===== src/rtl/refc_pkg.sv =====
package refc_pkg;
  typedef enum logic [1:0] {OP_LOAD = 2'd0, OP_STORE = 2'd1, OP_REFST = 2'd2} op_e;
  typedef enum logic [1:0] {CMD_INC = 2'd1, CMD_DEC = 2'd2, CMD_TAG = 2'd3} cmd_e;
  typedef enum logic [1:0] {ST_IDLE = 2'd0, ST_WB = 2'd1, ST_FILL = 2'd2} st_e;
endpackage


===== src/rtl/refc_cmd_fifo.sv =====
module refc_cmd_fifo #(
  parameter int W     = 10,
  parameter int DEPTH = 4
) (
  input  logic                       clk,
  input  logic                       rst_n,
  input  logic                       push_a,
  input  logic [W-1:0]               data_a,
  input  logic                       push_b,
  input  logic [W-1:0]               data_b,
  input  logic                       pop,
  output logic [W-1:0]               head,
  output logic                       not_empty,
  output logic [$clog2(DEPTH+1)-1:0] free_cnt
);
  localparam int PTR_W = $clog2(DEPTH);
  localparam int CNT_W = $clog2(DEPTH+1);

  logic [W-1:0]     mem_q [DEPTH];
  logic [PTR_W-1:0] wr_q, wr_d, rd_q, rd_d, wr_b;
  logic [CNT_W-1:0] cnt_q, cnt_d;

  always_comb begin
    wr_b  = wr_q + PTR_W'(push_a);
    wr_d  = wr_q + PTR_W'(push_a) + PTR_W'(push_b);
    rd_d  = rd_q + PTR_W'(pop);
    cnt_d = cnt_q + CNT_W'(push_a) + CNT_W'(push_b) - CNT_W'(pop);
  end

  always_ff @(posedge clk or negedge rst_n) begin
    if (!rst_n) begin
      wr_q  <= '0;
      rd_q  <= '0;
      cnt_q <= '0;
    end else begin
      wr_q  <= wr_d;
      rd_q  <= rd_d;
      cnt_q <= cnt_d;
    end
  end

  always_ff @(posedge clk) begin
    if (push_a) mem_q[wr_q] <= data_a;
    if (push_b) mem_q[wr_b] <= data_b;
  end

  assign head      = mem_q[rd_q];
  assign not_empty = (cnt_q != '0);
  assign free_cnt  = CNT_W'(DEPTH) - cnt_q;


  no_overflow_chk: assert property (@(posedge clk) disable iff (!rst_n)
    (CNT_W'(push_a) + CNT_W'(push_b)) <= free_cnt);

  no_underflow_chk: assert property (@(posedge clk) disable iff (!rst_n)
    pop |-> not_empty);
endmodule


===== src/rtl/refc_lru.sv =====
module refc_lru #(
  parameter int SETS  = 2,
  parameter int IDX_W = 1
) (
  input  logic             clk,
  input  logic             rst_n,
  input  logic             touch_en,
  input  logic [IDX_W-1:0] touch_idx,
  input  logic             touch_way,
  input  logic             demote_en,
  input  logic [IDX_W-1:0] demote_idx,
  input  logic             demote_way,
  output logic [SETS-1:0]  lru_way
);
  logic [SETS-1:0] lru_q, lru_d;

  for (genvar s = 0; s < SETS; s++) begin : g_set
    always_comb begin
      lru_d[s] = lru_q[s];
      if (touch_en && touch_idx == IDX_W'(s))
        lru_d[s] = ~touch_way;
      else if (demote_en && demote_idx == IDX_W'(s))
        lru_d[s] = demote_way;
    end
  end

  always_ff @(posedge clk or negedge rst_n) begin
    if (!rst_n) lru_q <= '0;
    else        lru_q <= lru_d;
  end

  assign lru_way = lru_q;


  lru_single_update_chk: assert property (@(posedge clk) disable iff (!rst_n)
    !(touch_en && demote_en));
endmodule


===== src/rtl/refcache_top.sv =====
module refcache_top import refc_pkg::*; #(
  parameter int ADDR_W     = 8,
  parameter int DATA_W     = 8,
  parameter int SETS       = 2,
  parameter int LINE_WORDS = 2,
  parameter int FIFO_DEPTH = 4
) (
  input  logic                         clk,
  input  logic                         rst_n,
  input  logic                         req_valid,
  output logic                         req_ready,
  input  logic [1:0]                   req_op,
  input  logic [ADDR_W-1:0]            req_addr,
  input  logic [DATA_W-1:0]            req_wdata,
  output logic                         resp_valid,
  output logic [DATA_W-1:0]            resp_rdata,
  input  logic                         cln_valid,
  output logic                         cln_ready,
  input  logic [ADDR_W-1:0]            cln_addr,
  output logic                         mem_valid,
  output logic                         mem_write,
  output logic [ADDR_W-1:0]            mem_addr,
  output logic [DATA_W*LINE_WORDS-1:0] mem_wline,
  input  logic                         mem_ready,
  input  logic [DATA_W*LINE_WORDS-1:0] mem_rline,
  output logic                         cmd_valid,
  input  logic                         cmd_ready,
  output logic [1:0]                   cmd_kind,
  output logic [((DATA_W > ADDR_W) ? DATA_W : ADDR_W)-1:0] cmd_data
);
  localparam int IDX_W  = $clog2(SETS);
  localparam int OFF_W  = $clog2(LINE_WORDS);
  localparam int TAG_W  = ADDR_W - IDX_W - OFF_W;
  localparam int LINE_W = DATA_W * LINE_WORDS;
  localparam int PAY_W  = (DATA_W > ADDR_W) ? DATA_W : ADDR_W;
  localparam int CMD_W  = 2 + PAY_W;
  localparam int CNT_W  = $clog2(FIFO_DEPTH + 1);

  st_e              state_q, state_d;
  logic             vic_q, vic_d;
  logic [1:0]       valid_q [SETS];
  logic [1:0]       valid_d [SETS];
  logic [1:0]       dirty_q [SETS];
  logic [1:0]       dirty_d [SETS];
  logic [TAG_W-1:0] tag_q   [SETS][2];
  logic [LINE_W-1:0] line_q [SETS][2];
  logic             resp_valid_q;
  logic [DATA_W-1:0] resp_rdata_q;

  logic [OFF_W-1:0] r_off;
  logic [IDX_W-1:0] r_idx, c_idx;
  logic [TAG_W-1:0] r_tag, c_tag;
  logic [1:0]       hit_vec, c_hit_vec;
  logic             hit, hit_way, c_way, victim_c;
  logic [SETS-1:0]  lru_way;
  logic [DATA_W-1:0] cur_word;
  logic             is_ref, room1, room2, acc, wr_en, ref_acc, load_acc;
  logic             miss_start, fill_done, cln_apply;
  logic [ADDR_W-1:0] fill_addr;
  logic             push_a, push_b, fifo_ne;
  logic [CMD_W-1:0] data_a, data_b, fifo_head;
  logic [CNT_W-1:0] free_cnt;

  assign r_off = req_addr[OFF_W-1:0];
  assign r_idx = req_addr[OFF_W +: IDX_W];
  assign r_tag = req_addr[ADDR_W-1 -: TAG_W];
  assign c_idx = cln_addr[OFF_W +: IDX_W];
  assign c_tag = cln_addr[ADDR_W-1 -: TAG_W];

  for (genvar w = 0; w < 2; w++) begin : g_way
    assign hit_vec[w]   = valid_q[r_idx][w] && (tag_q[r_idx][w] == r_tag);
    assign c_hit_vec[w] = valid_q[c_idx][w] && (tag_q[c_idx][w] == c_tag);
  end

  assign hit      = |hit_vec;
  assign hit_way  = hit_vec[1];
  assign c_way    = c_hit_vec[1];
  assign victim_c = !valid_q[r_idx][0] ? 1'b0 :
                    !valid_q[r_idx][1] ? 1'b1 : lru_way[r_idx];
  assign cur_word = line_q[r_idx][hit_way][int'(r_off)*DATA_W +: DATA_W];

  assign is_ref     = (req_op == OP_REFST);
  assign room1      = (free_cnt >= CNT_W'(1));
  assign room2      = (free_cnt >= CNT_W'(2));
  assign req_ready  = (state_q == ST_IDLE) && hit && (!is_ref || room2);
  assign acc        = req_valid && req_ready;
  assign load_acc   = acc && (req_op == OP_LOAD);
  assign wr_en      = acc && (req_op != OP_LOAD);
  assign ref_acc    = acc && is_ref;
  assign miss_start = (state_q == ST_IDLE) && req_valid && !hit;
  assign fill_done  = (state_q == ST_FILL) && room1 && mem_ready;
  assign cln_ready  = (state_q == ST_IDLE) && !req_valid;
  assign cln_apply  = cln_valid && cln_ready && (|c_hit_vec);
  assign fill_addr  = {r_tag, r_idx, {OFF_W{1'b0}}};

  assign mem_valid = (state_q == ST_WB) || ((state_q == ST_FILL) && room1);
  assign mem_write = (state_q == ST_WB);
  assign mem_addr  = (state_q == ST_WB) ? {tag_q[r_idx][vic_q], r_idx, {OFF_W{1'b0}}}
                                        : fill_addr;
  assign mem_wline = line_q[r_idx][vic_q];

  always_comb begin
    state_d = state_q;
    vic_d   = vic_q;
    valid_d = valid_q;
    dirty_d = dirty_q;
    unique case (state_q)
      ST_IDLE: if (miss_start) begin
        vic_d   = victim_c;
        state_d = (valid_q[r_idx][victim_c] && dirty_q[r_idx][victim_c]) ? ST_WB : ST_FILL;
      end
      ST_WB:   if (mem_ready) state_d = ST_FILL;
      ST_FILL: if (fill_done) begin
        state_d               = ST_IDLE;
        valid_d[r_idx][vic_q] = 1'b1;
        dirty_d[r_idx][vic_q] = 1'b0;
      end
      default: state_d = ST_IDLE;
    endcase
    if (wr_en)     dirty_d[r_idx][hit_way] = 1'b1;
    if (cln_apply) dirty_d[c_idx][c_way]   = 1'b0;
  end

  always_ff @(posedge clk or negedge rst_n) begin
    if (!rst_n) begin
      state_q      <= ST_IDLE;
      vic_q        <= 1'b0;
      valid_q      <= '{default: '0};
      dirty_q      <= '{default: '0};
      resp_valid_q <= 1'b0;
    end else begin
      state_q      <= state_d;
      vic_q        <= vic_d;
      valid_q      <= valid_d;
      dirty_q      <= dirty_d;
      resp_valid_q <= load_acc;
    end
  end

  always_ff @(posedge clk) begin
    if (load_acc) resp_rdata_q <= cur_word;
    if (wr_en) line_q[r_idx][hit_way][int'(r_off)*DATA_W +: DATA_W] <= req_wdata;
    if (fill_done) begin
      line_q[r_idx][vic_q] <= mem_rline;
      tag_q[r_idx][vic_q]  <= r_tag;
    end
  end

  assign resp_valid = resp_valid_q;
  assign resp_rdata = resp_rdata_q;

  assign push_a = fill_done || (ref_acc && (cur_word != '0));
  assign data_a = fill_done ? {CMD_TAG, PAY_W'(fill_addr)} : {CMD_DEC, PAY_W'(cur_word)};
  assign push_b = ref_acc && (req_wdata != '0);
  assign data_b = {CMD_INC, PAY_W'(req_wdata)};

  refc_cmd_fifo #(.W(CMD_W), .DEPTH(FIFO_DEPTH)) cmdq_i (
    .clk(clk), .rst_n(rst_n),
    .push_a(push_a), .data_a(data_a), .push_b(push_b), .data_b(data_b),
    .pop(cmd_valid && cmd_ready), .head(fifo_head), .not_empty(fifo_ne),
    .free_cnt(free_cnt)
  );

  refc_lru #(.SETS(SETS), .IDX_W(IDX_W)) lru_i (
    .clk(clk), .rst_n(rst_n),
    .touch_en(acc), .touch_idx(r_idx), .touch_way(hit_way),
    .demote_en(cln_apply), .demote_idx(c_idx), .demote_way(c_way),
    .lru_way(lru_way)
  );

  assign cmd_valid = fifo_ne;
  assign {cmd_kind, cmd_data} = fifo_head;


  mem_hold_chk: assert property (@(posedge clk) disable iff (!rst_n)
    (mem_valid && !mem_ready) |=> (mem_valid && $stable(mem_addr) && $stable(mem_write)));

  null_ref_chk: assert property (@(posedge clk) disable iff (!rst_n)
    (cmd_valid && cmd_kind != 2'd3) |-> (cmd_data != '0));

  tag_after_fill_chk: assert property (@(posedge clk) disable iff (!rst_n)
    (mem_valid && !mem_write && mem_ready) |=> cmd_valid);

  load_resp_chk: assert property (@(posedge clk) disable iff (!rst_n)
    (req_valid && req_ready && req_op == 2'd0) |=> resp_valid);
endmodule


===== config.mk =====
export PLATFORM = sky130hd
export DESIGN_NAME = refcache_top
export DESIGN_NICKNAME = d
export VERILOG_FILES = /design/src/rtl/refc_pkg.sv /design/src/rtl/refc_cmd_fifo.sv /design/src/rtl/refc_lru.sv /design/src/rtl/refcache_top.sv
export SDC_FILE = /design/constraint.sdc
export NUM_CORES = 1
export LEC_CHECK = 0
export BUFFER_PORTS_ARGS = -buffer_cell sky130_fd_sc_hd__clkbuf_2
export CAP_MARGIN = 20
export CORE_MARGIN = 5
export CORE_UTILIZATION = 59
export CTS_CLUSTER_SIZE = 16
export DETAILED_ROUTE_END_ITERATION = 12
export HOLD_SLACK_MARGIN = 0.15
export PLACE_DENSITY = 0.83
export SYNTH_ARGS = -nofsm -noshare
export SYNTH_HDL_FRONTEND = slang
export SYNTH_SLANG_ARGS = --single-unit

===== constraint.sdc =====
create_clock -name clk -period 4.77 [get_ports clk]
set_clock_uncertainty 0.05 [all_clocks]
set_input_delay 1.1925 -clock clk [delete_from_list [all_inputs] [get_ports clk]]
set_output_delay 1.1925 -clock clk [all_outputs]
set_load 0.01 [all_outputs]

### Yosys cells after proc, flatten, opt, wreduce, memory -nomap -nowiden

Memory sizes are Yosys's and may differ from the RTL's.
Cells that the tools add are included.

| storage, ports and cells | value |
|---|---|
| register bits after elaboration | 29 |
| bits in writable memories | 128 |
| output and inout bits | 48 |
| memories | 3 |

| cells by class | value |
|---|---|
| add/subtract/negate cells | 8 |
| $lt $le $gt $ge | 18 |
| eq/ne operators | 10 |
| shift-type cells | 3 |
| muxes and demuxes | 100 |
| bitwise gates (word level) | 45 |
| reduce and logical (&&, ||, !) cells | 51 |

Memory list:

| name | words | width | read ports | clocked after Yosys merged registers in | write ports | line | RTL |
|---|---|---|---|---|---|---|---|
| line_q | 2 | 32 | 1 | 0 | 1 | refcache_top.sv:46 | `logic [LINE_W-1:0] line_q [SETS][2];` |
| cmdq_i.mem_q | 4 | 10 | 1 | 0 | 2 | refc_cmd_fifo.sv:19 | `logic [W-1:0] mem_q [DEPTH];` |
| tag_q | 2 | 12 | 2 | 0 | 1 | refcache_top.sv:45 | `logic [TAG_W-1:0] tag_q [SETS][2];` |

Operators with widths:

| operator | count |
|---|---|
| two-way mux 16 bit | 8 |
| two-way mux 32 bit | 2 |
| two-way mux 1 bit | 53 |
| negation 4 -> 33 bit | 1 |
| variable shift 8 x 33 -> 16 bit (first input constant) | 1 |
| indexed part select 8 x 33 -> 16 bit | 1 |
| demux 16 bit (select 1 bit) | 2 |
| logical AND 1 bit | 32 |
| two-way mux 2 bit | 16 |
| bitwise OR 1 bit | 32 |
| == test 6 bit | 4 |
| two-way mux 6 bit | 4 |
| two-way mux 4 bit | 4 |
| nonzero test 8 bit | 2 |
| indexed part select 16 x 5 -> 8 bit | 1 |
| two-way mux 12 bit | 1 |
| < comparator 1 x 2 -> 1 bit (second input constant) | 5 |
| two-way mux 9 bit | 1 |
| AND 4 bit | 2 |
| greater-or-equal comparator 2 bit (second input constant) | 4 |
| < comparator 2 x 1 -> 1 bit (second input constant) | 4 |
| two-way mux 8 bit | 1 |
| inverter 1 -> 2 bit | 4 |
| inverter 4 bit | 2 |
| 25 further kinds | 48 |

### Depth between registers and ports, before layout

Gate-level depths: netlist (run 1).

| depth | value |
|---|---|
| depth after elaboration | 16 |
| gate-level depth with buffers | 17 |
| gate-level depth less buffers | 15 |

### Cells and area by module

A second synthesis (run 1) with hierarchy kept.

| second synthesis, totals | value |
|---|---|
| cells, all modules | 634 |
| area total of the unflattened synthesis | 8,426.8 sq um |

By module, submodules not included:

| module | instances | cells each | area each (sq um) | sequential area each (sq um) |
|---|---|---|---|---|
| refcache_top | 1 | 487 | 5,885.6 | 3,183.1 |
| refc_cmd_fifo | 1 | 137 | 2,427.3 | 1,376.3 |
| refc_lru | 1 | 10 | 113.9 | 50.0 |

### Worst setup path before layout (run 1)

OpenSTA, ideal clock, no wires.

| timing | value |
|---|---|
| kind | input -> register |
| start | input req_addr[0] |
| end | memory cmdq_i.mem_q[1][0] (enable) |
| arrival | 4.621 ns |
| required time | 4.391 ns |
| path slack | -0.230 ns |
| cell stages on the path | 13 |
| path through | clkbuf_1 > mux4_1 > or4_1 > nor4b_2 > o21ai_1 > a221o_2 > o21a_1 > ha_1 > xnor2_1 > nand2_1 > a2111o_1 > buf_2 > nand2_1 |

RTL lines:

| element | line | RTL |
|---|---|---|
| from (decl) | refcache_top.sv:13 | `input logic [ADDR_W-1:0] req_addr,` |
| to (decl) | refc_cmd_fifo.sv:19 |  |

### Worst setup path after layout (run 1)

| timing | value |
|---|---|
| start | input req_addr[1] |
| end | output req_ready |

| on the way | value |
|---|---|
| word-level cells in the longest chain between the ends | 8 |

RTL lines:

| element | line | RTL |
|---|---|---|
| branches (longest 5 deep; another with memory (2 x 12 bit)) | -- |  |
| OR reduction 2 bit * | refcache_top.sv:75 | `assign hit = \|hit_vec;` |
| logical AND 1 bit * (2 in a row) | refcache_top.sv:85 | `assign req_ready = (state_q == ST_IDLE) && hit && (!is_ref \|\| room2);` |
| to (decl) | refcache_top.sv:11 | `output logic req_ready,` |

Every way passes the cells marked *. The select of a mux whose other input is x is not followed.

==> results of run 1 <==
worst paths after layout:
path	to	slack, ns	start
hold reg to reg	cmdq_i.mem_q[3][9]	0.40	cmdq_i.mem_q[3][9]
min in group asynchronous	valid_q[2]	0.72	rst_n
setup reg to reg	cmdq_i.mem_q[0][6]	0.58	cmdq_i.cnt_q[0]
hold / removal	cmdq_i.mem_q[3][9]	0.40	cmdq_i.mem_q[3][9]
max in group asynchronous	cmdq_i.cnt_q[2]	3.54	rst_n
setup / recovery	req_ready	0.14	req_addr[1]
per-stage QoR:
stage          instance area (µm²)  setup TNS, ns  power [mW]  hold WS (ns)
6_report                     10300              0        4.93         0.397
5_1_grt                      10300              0        5.16         0.421
4_1_cts                      10300              0        4.90         0.401
3_5_place_dp                  9730         -25.28        3.65         0.390
3_3_place_gp                  9730         -10.70        3.55         0.381
2_1_floorplan                 8660              0        3.04         0.372
power groups by stage:
stage | Sequential [mW] | Clock (mW) | Combinational (mW)
final | 1.96 | 1.25 | 1.72
after global routing | 1.99 | 1.31 | 1.86
after CTS | 1.96 | 1.26 | 1.69
after detailed placement | 1.98 | 0 | 1.67
after global placement | 1.96 | 0 | 1.59
after floorplan | 1.87 | 0 | 1.16
per-layer routing:
layer / global-route usage / part of all wire
met1: 0.347 / 0.37
met2: 0.464 / 0.51
met3: 0.0667 / 0.092
met4: 0.102 / 0.027
met5: 0 / 0
cell type report:
cell class | count | area (µm²) | share of cell area
clock buffer | 18 | 429 | 0.0416
clock inverter | 14 | 109 | 0.0106
inverter | 32 | 120 | 0.0117
multi-input combinational | 465 | 3800 | 0.369
sequential | 157 | 4530 | 0.439
tap | 184 | 230 | 0.0223
timing repair buffer | 171 | 1090 | 0.106
kinds of logic (layout without fill, tap and decap cells):
logic type | after synthesis | count (layout)
mux | 78 | 78
xor+xnor | 32 | 32
simple gates | 206 | 206
other cells | 1 | 1
compound gates | 138 | 138
fa+ha+maj | 10 | 10
flops | 157 | 157
buf+inv | 80 | 235
worst register-to-register path, cell delays in order, from the launching register on:
cell,delay (ns)
dfrtp_1,0.40
inv_1,0.11
ha_1,0.21
ha_1,0.28
nand2b_1,0.10
o311a_1,0.44
nor4b_4,0.38
o21ai_1,0.13
a221o_2,0.41
o21a_1,0.14
ha_2,0.21
xnor2_2,0.22
nand2b_1,0.09
a2111oi_2,0.27
buf_4,0.23
nand2b_1,0.12
o22ai_1,0.10
what timing repair did:
item | in CTS | in global routing
pin swaps | 0 | 2
setup endpoints to repair | 23 | 41
gates resized for setup | 3 | 5
setup buffers | 0 | 1
hold buffers | 0 | 0
synthesized netlist by cell type, drive strengths merged (3+ instances only):
cell type / n / area [µm²]
mux4: 46 / 1040
ha: 8 / 100
a221o: 6 / 61.3
mux2i: 23 / 230
dfxtp: 8 / 160
nand3: 7 / 35.0
inv: 32 / 120
a21o: 3 / 22.5
and2: 7 / 43.8
nor3: 8 / 62.6
o211ai: 7 / 72.6
o31ai: 5 / 37.5
a21oi: 13 / 65.1
buf: 22 / 153
nand2: 100 / 375
mux2: 9 / 101
edfxtp: 128 / 3840
o21ai: 54 / 270
o22ai: 28 / 175
clkbuf: 26 / 97.6
nor2: 14 / 52.6
xnor2: 18 / 158
a2111oi: 4 / 36.3
dfrtp: 21 / 526
nand4: 4 / 25.0
a22oi: 3 / 22.5
xor2: 14 / 123
a211oi: 3 / 35.0
nand4b: 8 / 70.1
nor4: 7 / 43.8
nor2b: 13 / 81.3
nand2b: 29 / 181
sequential cells by signal, summed over array words and instances (netlist names):
register       flops
resp_rdata         8
cmdq_i.wr_q        2
state_q            2
line_q            64
cmdq_i.cnt_q       3
dirty_q            4
cmdq_i.mem_q      40
vic_q              1
resp_valid         1
lru_i.lru_way      2
cmdq_i.rd_q        2
valid_q            4
tag_q             24
layout by cell type, fill, tap and decap left out, drive strengths merged, types with 7 or more instances in the layout:
| cell | Yosys | layout |
|---|---|---|
| mux2i | 23 | 23 |
| ha | 8 | 8 |
| nand2b | 29 | 29 |
| mux4 | 46 | 46 |
| nand4b | 8 | 8 |
| and2 | 7 | 7 |
| dfxtp | 8 | 8 |
| inv | 32 | 38 |
| nor3 | 8 | 8 |
| nand2 | 100 | 100 |
| a21oi | 13 | 13 |
| edfxtp | 128 | 128 |
| o22ai | 28 | 28 |
| dfrtp | 21 | 21 |
| xnor2 | 18 | 18 |
| nor4 | 7 | 7 |
| mux2 | 9 | 9 |
| buf | 22 | 79 |
| nor2 | 14 | 14 |
| nor2b | 13 | 13 |
| xor2 | 14 | 14 |
| o21ai | 54 | 54 |
| clkbuf | 26 | 110 |
| nand3 | 7 | 7 |
| o211ai | 7 | 7 |
==> out/summary.json, run 1 <==
{
  "global_route": {
    "antenna_found_initial": 0,
    "grt_pass1_wl_um": 35500,
    "via_count_of_the_first_global_routing_pass": 6617,
    "globalRouteOverflowTotal": 0,
    "grt_util_all_layers": 0.275,
    "largest_net_degree_at_the_start_of_global_routing": 37
  },
  "critical_path": {
    "crit_path_capture_type": "output pin",
    "path_common_cell": "buf_4",
    "timing.setup.critical_path_class": "in -> out",
    "critical_path.n_buffers_inverters": 7,
    "critical_path.max_stage_delay_ns": 0.32,
    "critical_path_arrival_ns": 3.39,
    "crit_cells": 13,
    "critical_path_peak_fanout": 10,
    "depth_of_the_worst_register_to_register_path": 16,
    "critical_path.startpoint_type": "primary input",
    "critPathRequiredTime_ns": 3.53,
    "crit_slowest_cell": "mux2i_1",
    "worstPathCellList": "buf_4 -> buf_4 -> buf_4 -> buf_4 -> mux2i_1 -> xnor2_1 -> buf_4 -> nor3_4 -> nand2_1 -> buf_4 -> nand2_1 -> o311a_1 -> clkbuf_2",
    "cp_top_family": "buffers and inverters"
  },
  "yosys": {
    "synth_compound_gate_area_share": 0.105,
    "synth_fa_ha_area_frac": 0.0162,
    "synth-main-ff-cell": "edfxtp_1",
    "synth.mux.area_fraction": 0.159,
    "mappedNetlistArea_um2": 8640,
    "area_fraction_in_and_or_nand_and_nor_cells_after_synthesis": 0.120,
    "synth.net_count": 760,
    "synth_top_family_by_area": "multiplexers",
    "syn-mean-instance-area_um2": 12.3,
    "post_synth_num_cell_types": 62,
    "postSynth.asyncResetShare": 0.134,
    "synthesized_instance_count": 702,
    "synth_enable_flop_cells": 128,
    "post_synth_xor_area_fraction": 0.0324,
    "synth_warnings": 0,
    "synth.ff_latch_count": 157,
    "synth.yosys.seq_area_share": 0.524
  },
  "floorplan": {
    "placeableCoreArea_um2": 14500,
    "rows": 44,
    "die_y_um": 131,
    "die-width_um": 131,
    "die_area_um2": 17200,
    "ioPinCount": 96,
    "start_util": 0.597
  },
  "clock_tree": {
    "clock_insertion_delay_worst_skew_ns": 0.43,
    "clkTransAtPathRegs_ns": 0.07,
    "cts.sink_count": 157,
    "max-clock-path-buffers": 2,
    "tritoncts.num_buffers": 17,
    "htreeDepth": 4,
    "clk_root_buffer_cell": "clkbuf_16",
    "cts_tree": "done"
  },
  "min_path": {
    "hold_depth": 2,
    "hold_path_class": "reg -> reg"
  },
  "final_layout": {
    "antenna-diode-count": 0,
    "layout.core_utilization": 0.712,
    "fin_nets": 902,
    "post_layout_nonfiller_instances": 1041,
    "area_delta_synth_final_pct": 19.2,
    "drive_above_1_share": 0.321,
    "fill_cells": 940
  },
  "power": {
    "power.switching_fraction": 0.344,
    "netSwitchingPower_mw": 1.69,
    "p_leak_nw": 4.03,
    "combPwrFrac": 0.349,
    "pwr-share-seq": 0.398,
    "power_density_over_cell_area_nw_per_um2": 478,
    "intPower_mw": 3.23,
    "power.ir.vdd_worst_v": 0.000308,
    "clock_power_share": 0.253
  },
  "placement": {
    "detailed_place_hpwl_um": 17100,
    "gpl.final_weighted_congestion": 0.983,
    "post-place-cells": 1008,
    "place_ws_ns": -0.522,
    "port-buffer-count": 93
  },
  "detailed_routing": {
    "route.detailed.drc": 0,
    "first_pass_iters": 5,
    "route.antenna.remaining_nets": 0,
    "routed_wl_um": 22800,
    "drtIter0Drc": 1017,
    "route.detailed.wl_per_inst_um": 21.9,
    "via_count": 6568,
    "avgViaCountPerCell": 6.31
  },
  "timing": {
    "tightest_slew_ns": 0.838,
    "fmaxAchievable_ghz": 0.216,
    "max_slew_margin_vs_limit": 0.441,
    "hold_violations": 0,
    "final_max_slew_viol_count": 0,
    "finalCriticalPeriod_ns": 4.63,
    "setup_viol": 0,
    "rsz0062_at_grt": "false",
    "post-route-period-util": 0.972,
    "finalWorstSetupSlack_ns": 0.135
  },
  "flow_run": {
    "cap_violations": 0
  },
  "status": {
    "result_of_the_run": "finished, final reports clean"
  }
}
Power figures use the tool's default switching activity.
==> run 2, diff against run 1 <==
--- a/config.mk
+++ b/config.mk
@@ -7,7 +7,7 @@
 export LEC_CHECK = 0
 export BUFFER_PORTS_ARGS = -buffer_cell sky130_fd_sc_hd__clkbuf_2
 export CAP_MARGIN = 20
-export CORE_MARGIN = 5
+export CORE_MARGIN = 2
 export CORE_UTILIZATION = 59
 export CTS_CLUSTER_SIZE = 16
 export DETAILED_ROUTE_END_ITERATION = 12
==> constraint.sdc (replaced) <==
create_clock -name clk -period 4.9 [get_ports clk]
set_clock_uncertainty 0.05 [all_clocks]
set_input_delay 1.225 -clock clk [delete_from_list [all_inputs] [get_ports clk]]
set_output_delay 1.225 -clock clk [all_outputs]
set_load 0.01 [all_outputs]
==> run 2 against run 1 <==
Against the previous run:
- register-to-register slack better by 0.06 ns
- first-iteration DRC count down 16%
- combinational power down 6%
- worst setup slack better by 0.019 ns
- sequential power down 4%
- highest routed layer unchanged
- clock power about the same
==> out/summary.json, run 2 (synthesis gave the netlist of run 1 again) <==
{
  "status": {
    "result_of_the_run": "finished, final reports clean"
  },
  "flow_run": {
    "cap_violations": {"value": 0, "change": "unchanged"}
  },
  "final_layout": {
    "layout_top_registers": "line_q x64, cmdq_i.mem_q x40, tag_q x24",
    "antenna-diode-count": {"value": 0, "change": "unchanged"},
    "drive_above_1_share": {"value": 0.299, "change": "-0.0218"},
    "fin_nets": {"value": 881, "change": "-2.3%"},
    "area_delta_synth_final_pct": 16.8,
    "layout.cells.most_common": "edfxtp_1",
    "layout_common_cells": "128 x edfxtp_1, 99 x nand2_1, 92 x clkbuf_2",
    "layout.core_utilization": {"value": 0.700, "change": "-0.0121"},
    "fill_cells": {"value": 996, "change": "+6.0%"},
    "largest-register": "line_q",
    "largest_reg_flops": {"value": 64, "change": "unchanged"}
  },
  "clock_tree": {
    "cts.sink_count": {"value": 157, "change": "unchanged"},
    "clock_insertion_delay_worst_skew": {"value": 0.44, "unit": "ns", "change": "about the same"},
    "clk_root_buffer_cell": "clkbuf_16",
    "cts_setup_buffers": {"value": 0, "change": "unchanged"},
    "clkTransAtPathRegs": {"value": 0.06, "unit": "ns", "change": "about the same"},
    "htreeDepth": {"value": 4, "change": "unchanged"},
    "cts_tree": "done",
    "tritoncts.num_buffers": {"value": 17, "change": "unchanged"},
    "max-clock-path-buffers": {"value": 2, "change": "unchanged"}
  },
  "timing": {
    "rsz0062_at_grt": "false",
    "finalCriticalPeriod_ns": 4.75,
    "max_slew_margin_vs_limit": {"value": 0.512, "change": "+0.0707"},
    "final_max_slew_viol_count": {"value": 0, "change": "unchanged"},
    "aggregate_negative_setup_slack": {"value": 0, "unit": "ns", "change": "unchanged"},
    "hold_violations": {"value": 0, "change": "unchanged"},
    "setup_viol": {"value": 0, "change": "unchanged"},
    "finalWorstSetupSlack": {"value": 0.155, "unit": "ns", "change": "+0.0193 ns"},
    "post-route-period-util": 0.968,
    "fmaxAchievable_ghz": 0.211,
    "tightest_slew": {"value": 0.730, "unit": "ns", "change": "-0.109 ns"}
  },
  "critical_path": {
    "worstPathCellList": "buf_4 -> mux4_1 -> or4_1 -> nor4b_2 -> o21ai_1 -> a221o_2 -> o21a_1 -> ha_1 -> xor2_1 -> nand2b_1 -> a2111oi_1 -> buf_4 -> nand2b_1 -> o22ai_1",
    "timing.setup.critical_path_class": "in -> reg",
    "critical_path_peak_fanout": {"value": 9, "change": "-1"},
    "critical_path.n_buffers_inverters": {"value": 2, "change": "-5"},
    "cp_top_family": "simple AND/OR/NAND/NOR gates",
    "crit_path_capture_type": "flop",
    "critPathRequiredTime": {"value": 5.01, "unit": "ns", "change": "+1.48 ns"},
    "critical_path.max_stage_delay": {"value": 0.61, "unit": "ns", "change": "+0.29 ns"},
    "crit_slowest_cell": "mux4_1",
    "critical_path.startpoint_type": "primary input",
    "critical_path_arrival": {"value": 4.85, "unit": "ns", "change": "+1.46 ns"}
  },
  "placement": {
    "port-buffer-count": {"value": 93, "change": "unchanged"},
    "place_ws": {"value": -0.257, "unit": "ns", "change": "+0.265 ns"},
    "gpl.final_weighted_congestion": {"value": 0.911, "change": "-7.3%"},
    "detailed_place_hpwl": {"value": 16500, "unit": "µm", "change": "-3.6%"}
  },
  "global_route": {
    "via_count_of_the_first_global_routing_pass": {"value": 6565, "change": "-0.79%"},
    "globalRouteOverflowTotal": {"value": 0, "change": "unchanged"},
    "antenna_found_initial": {"value": 0, "change": "unchanged"},
    "grt_util_all_layers": {"value": 0.295, "change": "+0.0195"},
    "largest_net_degree_at_the_start_of_global_routing": {"value": 37, "change": "unchanged"},
    "grt_pass1_wl": {"value": 35600, "unit": "µm", "change": "+0.23%"}
  },
  "floorplan": {
    "die_y": {"value": 125, "unit": "µm", "change": "-4.6%"},
    "ioPinCount": {"value": 96, "change": "unchanged"},
    "die-width": {"value": 125, "unit": "µm", "change": "-4.6%"},
    "placeableCoreArea": {"value": 14400, "unit": "µm²", "change": "-0.38%"},
    "start_util": {"value": 0.599, "change": "+0.00228"},
    "die_area": {"value": 15600, "unit": "µm²", "change": "-8.9%"},
    "rows": {"value": 44, "change": "unchanged"}
  },
  "detailed_routing": {
    "drtIter0Drc": {"value": 856, "change": "-16%"},
    "route.detailed.drc": {"value": 0, "change": "unchanged"},
    "via_count": {"value": 6487, "change": "-1.2%"},
    "route.detailed.wl_per_inst": {"value": 21.8, "unit": "µm", "change": "-0.27%"},
    "routed_wl": {"value": 22300, "unit": "µm", "change": "-2.3%"},
    "route.antenna.remaining_nets": {"value": 0, "change": "unchanged"},
    "first_pass_iters": {"value": 6, "change": "+1"},
    "avgViaCountPerCell": {"value": 6.36, "change": "+0.80%"}
  },
  "min_path": {
    "hold_path_class": "reg -> reg"
  },
  "power": {
    "design_power_total": {"value": 4.74, "unit": "mW", "change": "-3.8%"},
    "p_leak": {"value": 3.93, "unit": "nW", "change": "-2.4%"},
    "power.ir.vdd_worst": {"value": 0.000296, "unit": "V", "change": "-3.9%"},
    "power_density_over_cell_area": {"value": 469, "unit": "nW/µm²", "change": "-1.8%"}
  }
}
[run 2: changes by cell type in the layout (fill, tap and decap cells not counted), moves of 2 or more]
| cell | change |
|---|---|
| clkinv_1 | -2 |
| buf_4 | -18 |
| clkinvlp_4 | -3 |
| a2111oi_2 | -2 |
| a2111oi_1 | +2 |
| inv_8 | +2 |
| clkinv_4 | +2 |
| buf_12 | -3 |
[run 2: tightest hold or removal path, cell delays in order (launching register included)]
cell and delay, ns:
dfxtp_1 0.31, inv_1 0.05, a21oi_1 0.05
[run 2: final timing paths]
kind                               startpoint                  to  slack, ns  cells after the start
hold / removal             cmdq_i.mem_q[0][9]  cmdq_i.mem_q[0][9]       0.40                      2
setup / recovery                  req_addr[1]  cmdq_i.mem_q[2][6]       0.15                     14
hold reg to reg            cmdq_i.mem_q[0][9]  cmdq_i.mem_q[0][9]       0.40                      2
max in group asynchronous               rst_n    lru_i.lru_way[1]       3.69                      1
min in group asynchronous               rst_n     cmdq_i.cnt_q[2]       0.73                      1
setup reg to reg              cmdq_i.cnt_q[0]  cmdq_i.mem_q[2][6]       0.64                     16
[run 2: routing by layer]
metal	track usage	up-vias	part of all wire
met2	0.502	368	0.52
met5	0	-	0
met1	0.375	3171	0.37
met3	0.0706	46	0.089
li1	-	2902	-
met4	0.101	0	0.023
[run 2: stage by stage]
step	cells	hold slack [ns]	cell area (µm²)
2_1_floorplan	702	0.372	8660
3_3_place_gp	988	0.380	9540
3_5_place_dp	988	0.396	9540
4_1_cts	1020	0.406	10100
5_1_grt	1020	0.417	10100
6_report	1020	0.403	10100
[run 2: power by group]
part | internal [mW] | switching [mW] | total [mW]
clock | 0.666 | 0.571 | 1.24
combinational | 0.712 | 0.907 | 1.62
sequential | 1.73 | 0.150 | 1.88
[run 2: cell type report]
type,instances,area [µm²],share of cell area
Clock buffer,18,429,0.0425
Multi-Input combinational cell,465,3770,0.373
Timing Repair Buffer,150,896,0.0887
Inverter,32,120,0.0119
Clock inverter,14,124,0.0123
Tap cell,184,230,0.0228
Sequential cell,157,4530,0.449
[run 2: what timing repair did]
item,in CTS,in global routing
hold buffers,0,0
setup endpoints to repair,0,8
gates resized for setup,0,1
==> run 3, diff against run 2 <==
--- a/config.mk
+++ b/config.mk
@@ -5,6 +5,7 @@
 export SDC_FILE = /design/constraint.sdc
 export NUM_CORES = 1
 export LEC_CHECK = 0
+export ABC_AREA = 1
 export BUFFER_PORTS_ARGS = -buffer_cell sky130_fd_sc_hd__clkbuf_2
 export CAP_MARGIN = 20
 export CORE_MARGIN = 2
==> run 3 against run 2 <==
Against the previous run:
- global-route usage is 0.16 points higher
- core utilization is 1.2 points lower
- synthesized cell count is 48% higher
- largest power group unchanged
- die area is 0.58% higher
- non-clock buffer count is 22 lower
- sequential power is 4% lower
- via count is 17% higher
- synthesized area is 0.61% higher
- largest cell class unchanged
- total power is 1.4% lower
- register-to-register slack better by 0.47 ns
- critical path depth stayed put
==> out/summary.json, run 3 <==
{
  "final_layout": {
    "area_delta_synth_final_pct": 14.5,
    "multiInputGateArea": {"value": 3450, "unit": "µm²", "change": "-8.3%"},
    "antenna-diode-count": {"value": 0, "change": "unchanged"},
    "largest_reg_flops": {"value": 64, "change": "unchanged"},
    "layout.cells.most_common": "nand2_1",
    "seq_area": {"value": 4530, "unit": "µm²", "change": "unchanged"},
    "layout_top_registers": "line_q x64, cmdq_i.mem_q x40, tag_q x24",
    "drive_above_1_share": {"value": 0.169, "change": "-0.130"},
    "fill_cells": {"value": 1125, "change": "+13%"},
    "largest-register": "line_q",
    "layout_common_cells": "305 x nand2_1, 128 x edfxtp_1, 117 x o21ai_0",
    "fin_nets": {"value": 1191, "change": "+35%"}
  },
  "floorplan": {
    "die_y": {"value": 125, "unit": "µm", "change": "+0.29%"},
    "die_area": {"value": 15700, "unit": "µm²", "change": "+0.58%"},
    "rows": {"value": 44, "change": "unchanged"},
    "placeableCoreArea": {"value": 14500, "unit": "µm²", "change": "+0.38%"},
    "die-width": {"value": 125, "unit": "µm", "change": "+0.29%"},
    "ioPinCount": {"value": 96, "change": "unchanged"},
    "start_util": {"value": 0.601, "change": "+0.00135"}
  },
  "min_path": {
    "holdCritStartpoint": "cmdq_i.mem_q[2][8]",
    "holdPathEnd": "cmdq_i.mem_q[2][8]",
    "hold_path_class": "reg -> reg",
    "hold_depth": {"value": 2, "change": "unchanged"}
  },
  "yosys": {
    "synth.most_common_cell": "nand2_1",
    "ys_top_cells_by_area": "edfxtp_1 44%, nand2_1 13%, o21ai_0 6.7%",
    "synthesized_instance_count": {"value": 1036, "change": "+48%"},
    "synth.net_count": {"value": 1094, "change": "+44%"},
    "postSynth.asyncResetShare": {"value": 0.134, "change": "unchanged"},
    "synth.mux.area_fraction": {"value": 0.0138, "change": "-0.145"},
    "synth.ff_latch_count": {"value": 157, "change": "unchanged"},
    "synth_top_family_by_area": "simple AND/OR/NAND/NOR gates",
    "synth_compound_gate_area_share": {"value": 0.123, "change": "+0.0178"},
    "syn-mean-instance-area": {"value": 8.39, "unit": "µm²", "change": "-32%"},
    "synth_top_area_cell": "edfxtp_1",
    "area_fraction_in_and_or_nand_and_nor_cells_after_synthesis": {"value": 0.233, "change": "+0.112"},
    "synth_warnings": {"value": 0, "change": "unchanged"},
    "post_synth_num_cell_types": {"value": 49, "change": "-21%"},
    "synth_fa_ha_area_frac": {"value": 0.0161, "change": "-0.0000980"},
    "synth_top_area_share": {"value": 0.442, "change": "-0.00269"},
    "mappedNetlistArea": {"value": 8700, "unit": "µm²", "change": "+0.61%"},
    "post_synth_xor_area_fraction": {"value": 0.0111, "change": "-0.0213"},
    "synth.yosys.seq_area_share": {"value": 0.521, "change": "-0.00317"},
    "synth-main-ff-cell": "edfxtp_1",
    "synth_top_cells_by_count": "305 x nand2_1, 128 x edfxtp_1, 117 x o21ai_0",
    "synth_enable_flop_cells": {"value": 128, "change": "unchanged"}
  },
  "global_route": {
    "grt_pass1_wl": {"value": 36200, "unit": "µm", "change": "+1.5%"},
    "globalRouteOverflowTotal": {"value": 0, "change": "unchanged"},
    "antenna_found_initial": {"value": 0, "change": "unchanged"},
    "grt_util_all_layers": {"value": 0.296, "change": "+0.00161"},
    "via_count_of_the_first_global_routing_pass": {"value": 7143, "change": "+8.8%"},
    "largest_net_degree_at_the_start_of_global_routing": {"value": 41, "change": "+11%"}
  },
  "detailed_routing": {
    "via_count": {"value": 7564, "change": "+17%"},
    "route.antenna.remaining_nets": {"value": 0, "change": "unchanged"},
    "drtIter0Drc": {"value": 898, "change": "+4.9%"},
    "avgViaCountPerCell": {"value": 5.69, "change": "-11%"},
    "route.detailed.wl_per_inst": {"value": 17.1, "unit": "µm", "change": "-22%"},
    "route.detailed.drc": {"value": 0, "change": "unchanged"},
    "first_pass_iters": {"value": 7, "change": "+1"},
    "routed_wl": {"value": 22700, "unit": "µm", "change": "+2.0%"}
  },
  "critical_path": {
    "depth_of_the_worst_register_to_register_path": {"value": 23, "change": "+7"},
    "critical_path_peak_fanout": {"value": 20, "change": "+11"},
    "cp_top_family": "simple AND/OR/NAND/NOR gates",
    "crit_path_capture_type": "output pin",
    "worst_r2r_startpoint": "tag_q[1][1]",
    "critical_path.startpoint_type": "primary input",
    "crit_slowest_cell": "nand2_2",
    "critical_path_arrival": {"value": 3.29, "unit": "ns", "change": "-1.56 ns"},
    "critical_path.n_buffers_inverters": {"value": 4, "change": "+2"},
    "critical_path.max_stage_delay": {"value": 0.27, "unit": "ns", "change": "-0.34 ns"},
    "critPathRequiredTime": {"value": 3.62, "unit": "ns", "change": "-1.39 ns"},
    "worstPathCellList": "clkbuf_2 -> inv_4 -> nand2_1 -> nand2_1 -> nand2_1 -> nand2_1 -> nand2_1 -> nor2_2 -> nand2_2 -> buf_4 -> nand2_1 -> nand2_1 -> nor2_1 -> clkbuf_2",
    "timing.setup.critical_path_class": "in -> out",
    "r2r_setup_slack": {"value": 1.11, "unit": "ns", "change": "+0.47 ns"},
    "path_common_cell": "nand2_1",
    "worstReg2RegEnd": "cmdq_i.mem_q[0][0]"
  },
  "clock_tree": {
    "max-clock-path-buffers": {"value": 2, "change": "unchanged"},
    "tritoncts.num_buffers": {"value": 17, "change": "unchanged"},
    "cts_repair_resize_count": {"value": 0, "change": "unchanged"},
    "cts.sink_count": {"value": 157, "change": "unchanged"},
    "clkTransAtPathRegs": {"value": 0.06, "unit": "ns", "change": "about the same"},
    "clk_root_buffer_cell": "clkbuf_16",
    "ctsHoldBuffers": {"value": 0, "change": "unchanged"},
    "htreeDepth": {"value": 4, "change": "unchanged"},
    "cts_setup_buffers": {"value": 0, "change": "unchanged"},
    "cts_tree": "done",
    "clock_insertion_delay_worst_skew": {"value": 0.44, "unit": "ns", "change": "about the same"}
  },
  "timing": {
    "post-route-period-util": {"value": 0.932, "change": "-0.0365"},
    "max_slew_margin_vs_limit": {"value": 0.482, "change": "-0.0301"},
    "finalHoldWorstSlack": {"value": 0.399, "unit": "ns", "change": "-0.00383 ns"},
    "fmaxAchievable": {"value": 0.219, "unit": "GHz", "change": "+3.9%"},
    "final_max_slew_viol_count": {"value": 0, "change": "unchanged"},
    "finalCriticalPeriod": {"value": 4.57, "unit": "ns", "change": "-0.179 ns"},
    "aggregate_negative_setup_slack": {"value": 0, "unit": "ns", "change": "unchanged"},
    "hold_violations": {"value": 0, "change": "unchanged"},
    "setup_viol": {"value": 0, "change": "unchanged"},
    "rsz0062_at_grt": "false",
    "tightest_slew": {"value": 0.775, "unit": "ns", "change": "+0.0450 ns"},
    "finalWorstSetupSlack": {"value": 0.333, "unit": "ns", "change": "+0.179 ns"}
  },
  "placement": {
    "gpl.final_weighted_congestion": {"value": 0.923, "change": "+1.3%"},
    "place_ws": {"value": 0.0292, "unit": "ns", "change": "+0.286 ns"},
    "port-buffer-count": {"value": 93, "change": "unchanged"},
    "detailed_place_hpwl": {"value": 16500, "unit": "µm", "change": "-0.12%"}
  },
  "flow_run": {
    "cap_violations": {"value": 0, "change": "unchanged"}
  },
  "power": {
    "design_power_total": {"value": 4.67, "unit": "mW", "change": "-1.4%"},
    "p_leak": {"value": 4.52, "unit": "nW", "change": "+15%"},
    "power.ir.vdd_worst": {"value": 0.000274, "unit": "V", "change": "-7.4%"},
    "power_density_over_cell_area": {"value": 469, "unit": "nW/µm²", "change": "about the same"}
  },
  "status": {
    "result_of_the_run": "finished, final reports clean"
  }
}
[run 3: final cells by class]
| class | instances | area share |
|---|---|---|
| clock buffers | 21 | 0.0442 |
| multi-input cells | 713 | 0.347 |
| repair buffers | 128 | 0.0731 |
| well taps | 184 | 0.0231 |
| inverters | 116 | 0.0440 |
| flip-flops and latches | 157 | 0.455 |
| clock inverters | 11 | 0.0143 |
[run 3: worst max-delay path by stage]
| stage | start | endpoint | slack [ns] | cells after the start |
|---|---|---|---|---|
| final | req_addr[1] | req_ready | 0.33 | 14 |
| after global routing | req_addr[1] | cmdq_i.mem_q[0][0] | 0.05 | 24 |
| after CTS | req_addr[1] | req_ready | 0.37 | 14 |
| after detailed placement | req_addr[1] | cmdq_i.mem_q[0][0] | 0.03 | 24 |
| after global placement | req_addr[1] | cmdq_i.mem_q[0][0] | 0.14 | 23 |
| after floorplan | req_addr[1] | cmdq_i.mem_q[2][0] | 0.74 | 22 |
[run 3: metrics by stage]
stage / util / instance area, µm² / instances
after detailed placement: 0.648 / 9380 / 1298
after global routing: 0.688 / 9960 / 1330
final: 0.688 / 9960 / 1330
after global placement: 0.648 / 9380 / 1298
after floorplan: - / 8700 / 1036
after CTS: 0.688 / 9960 / 1330
[run 3: cells by family (layout without fill, tap and decap cells)]
kind of cell	Yosys count	in the layout
multiplexers	12	12
AND/OR/NAND/NOR	479	479
XOR/XNOR	11	11
other	1	1
flip-flops	157	157
buffers and inverters	166	276
AO/OA/AOI/OAI	200	200
adder cells (fa/ha/maj)	10	10
[run 3: report_power, final]
| group | switching [mW] | total [mW] | internal (mW) | leakage (nW) |
|---|---|---|---|---|
| sequential | 0.113 | 1.81 | 1.69 | 1.50 |
| clock | 0.524 | 1.32 | 0.798 | 0.274 |
| combinational | 1.03 | 1.54 | 0.508 | 2.74 |
| total | 1.67 | 4.67 | 3.00 | 4.52 |
[run 3: layer usage]
| layer | global-route usage | share of wire |
|---|---|---|
| met3 | 0.0518 | 0.095 |
| met4 | 0.129 | 0.029 |
| met1 | 0.395 | 0.40 |
| met2 | 0.482 | 0.48 |
| met5 | 0 | 0 |
[run 3: worst register-to-register path: stages (launching register included)]
cell and delay, ns:
edfxtp_1 0.45, inv_1 0.10, nand2_1 0.06, nand3_1 0.14, nand2_1 0.07, inv_1 0.05, nand2_1 0.05, nor2_2 0.13
nand2_2 0.26, nand3_1 0.18, nand2_1 0.09, nor2_1 0.23, nand2_1 0.08, nor2_1 0.11, nand2_1 0.07, nand2_2 0.07
nand2_4 0.05, ha_1 0.20, xor2_1 0.34, inv_1 0.12, nand3_1 0.17, clkinv_1 0.26, nand2_1 0.11, o21ai_0 0.10
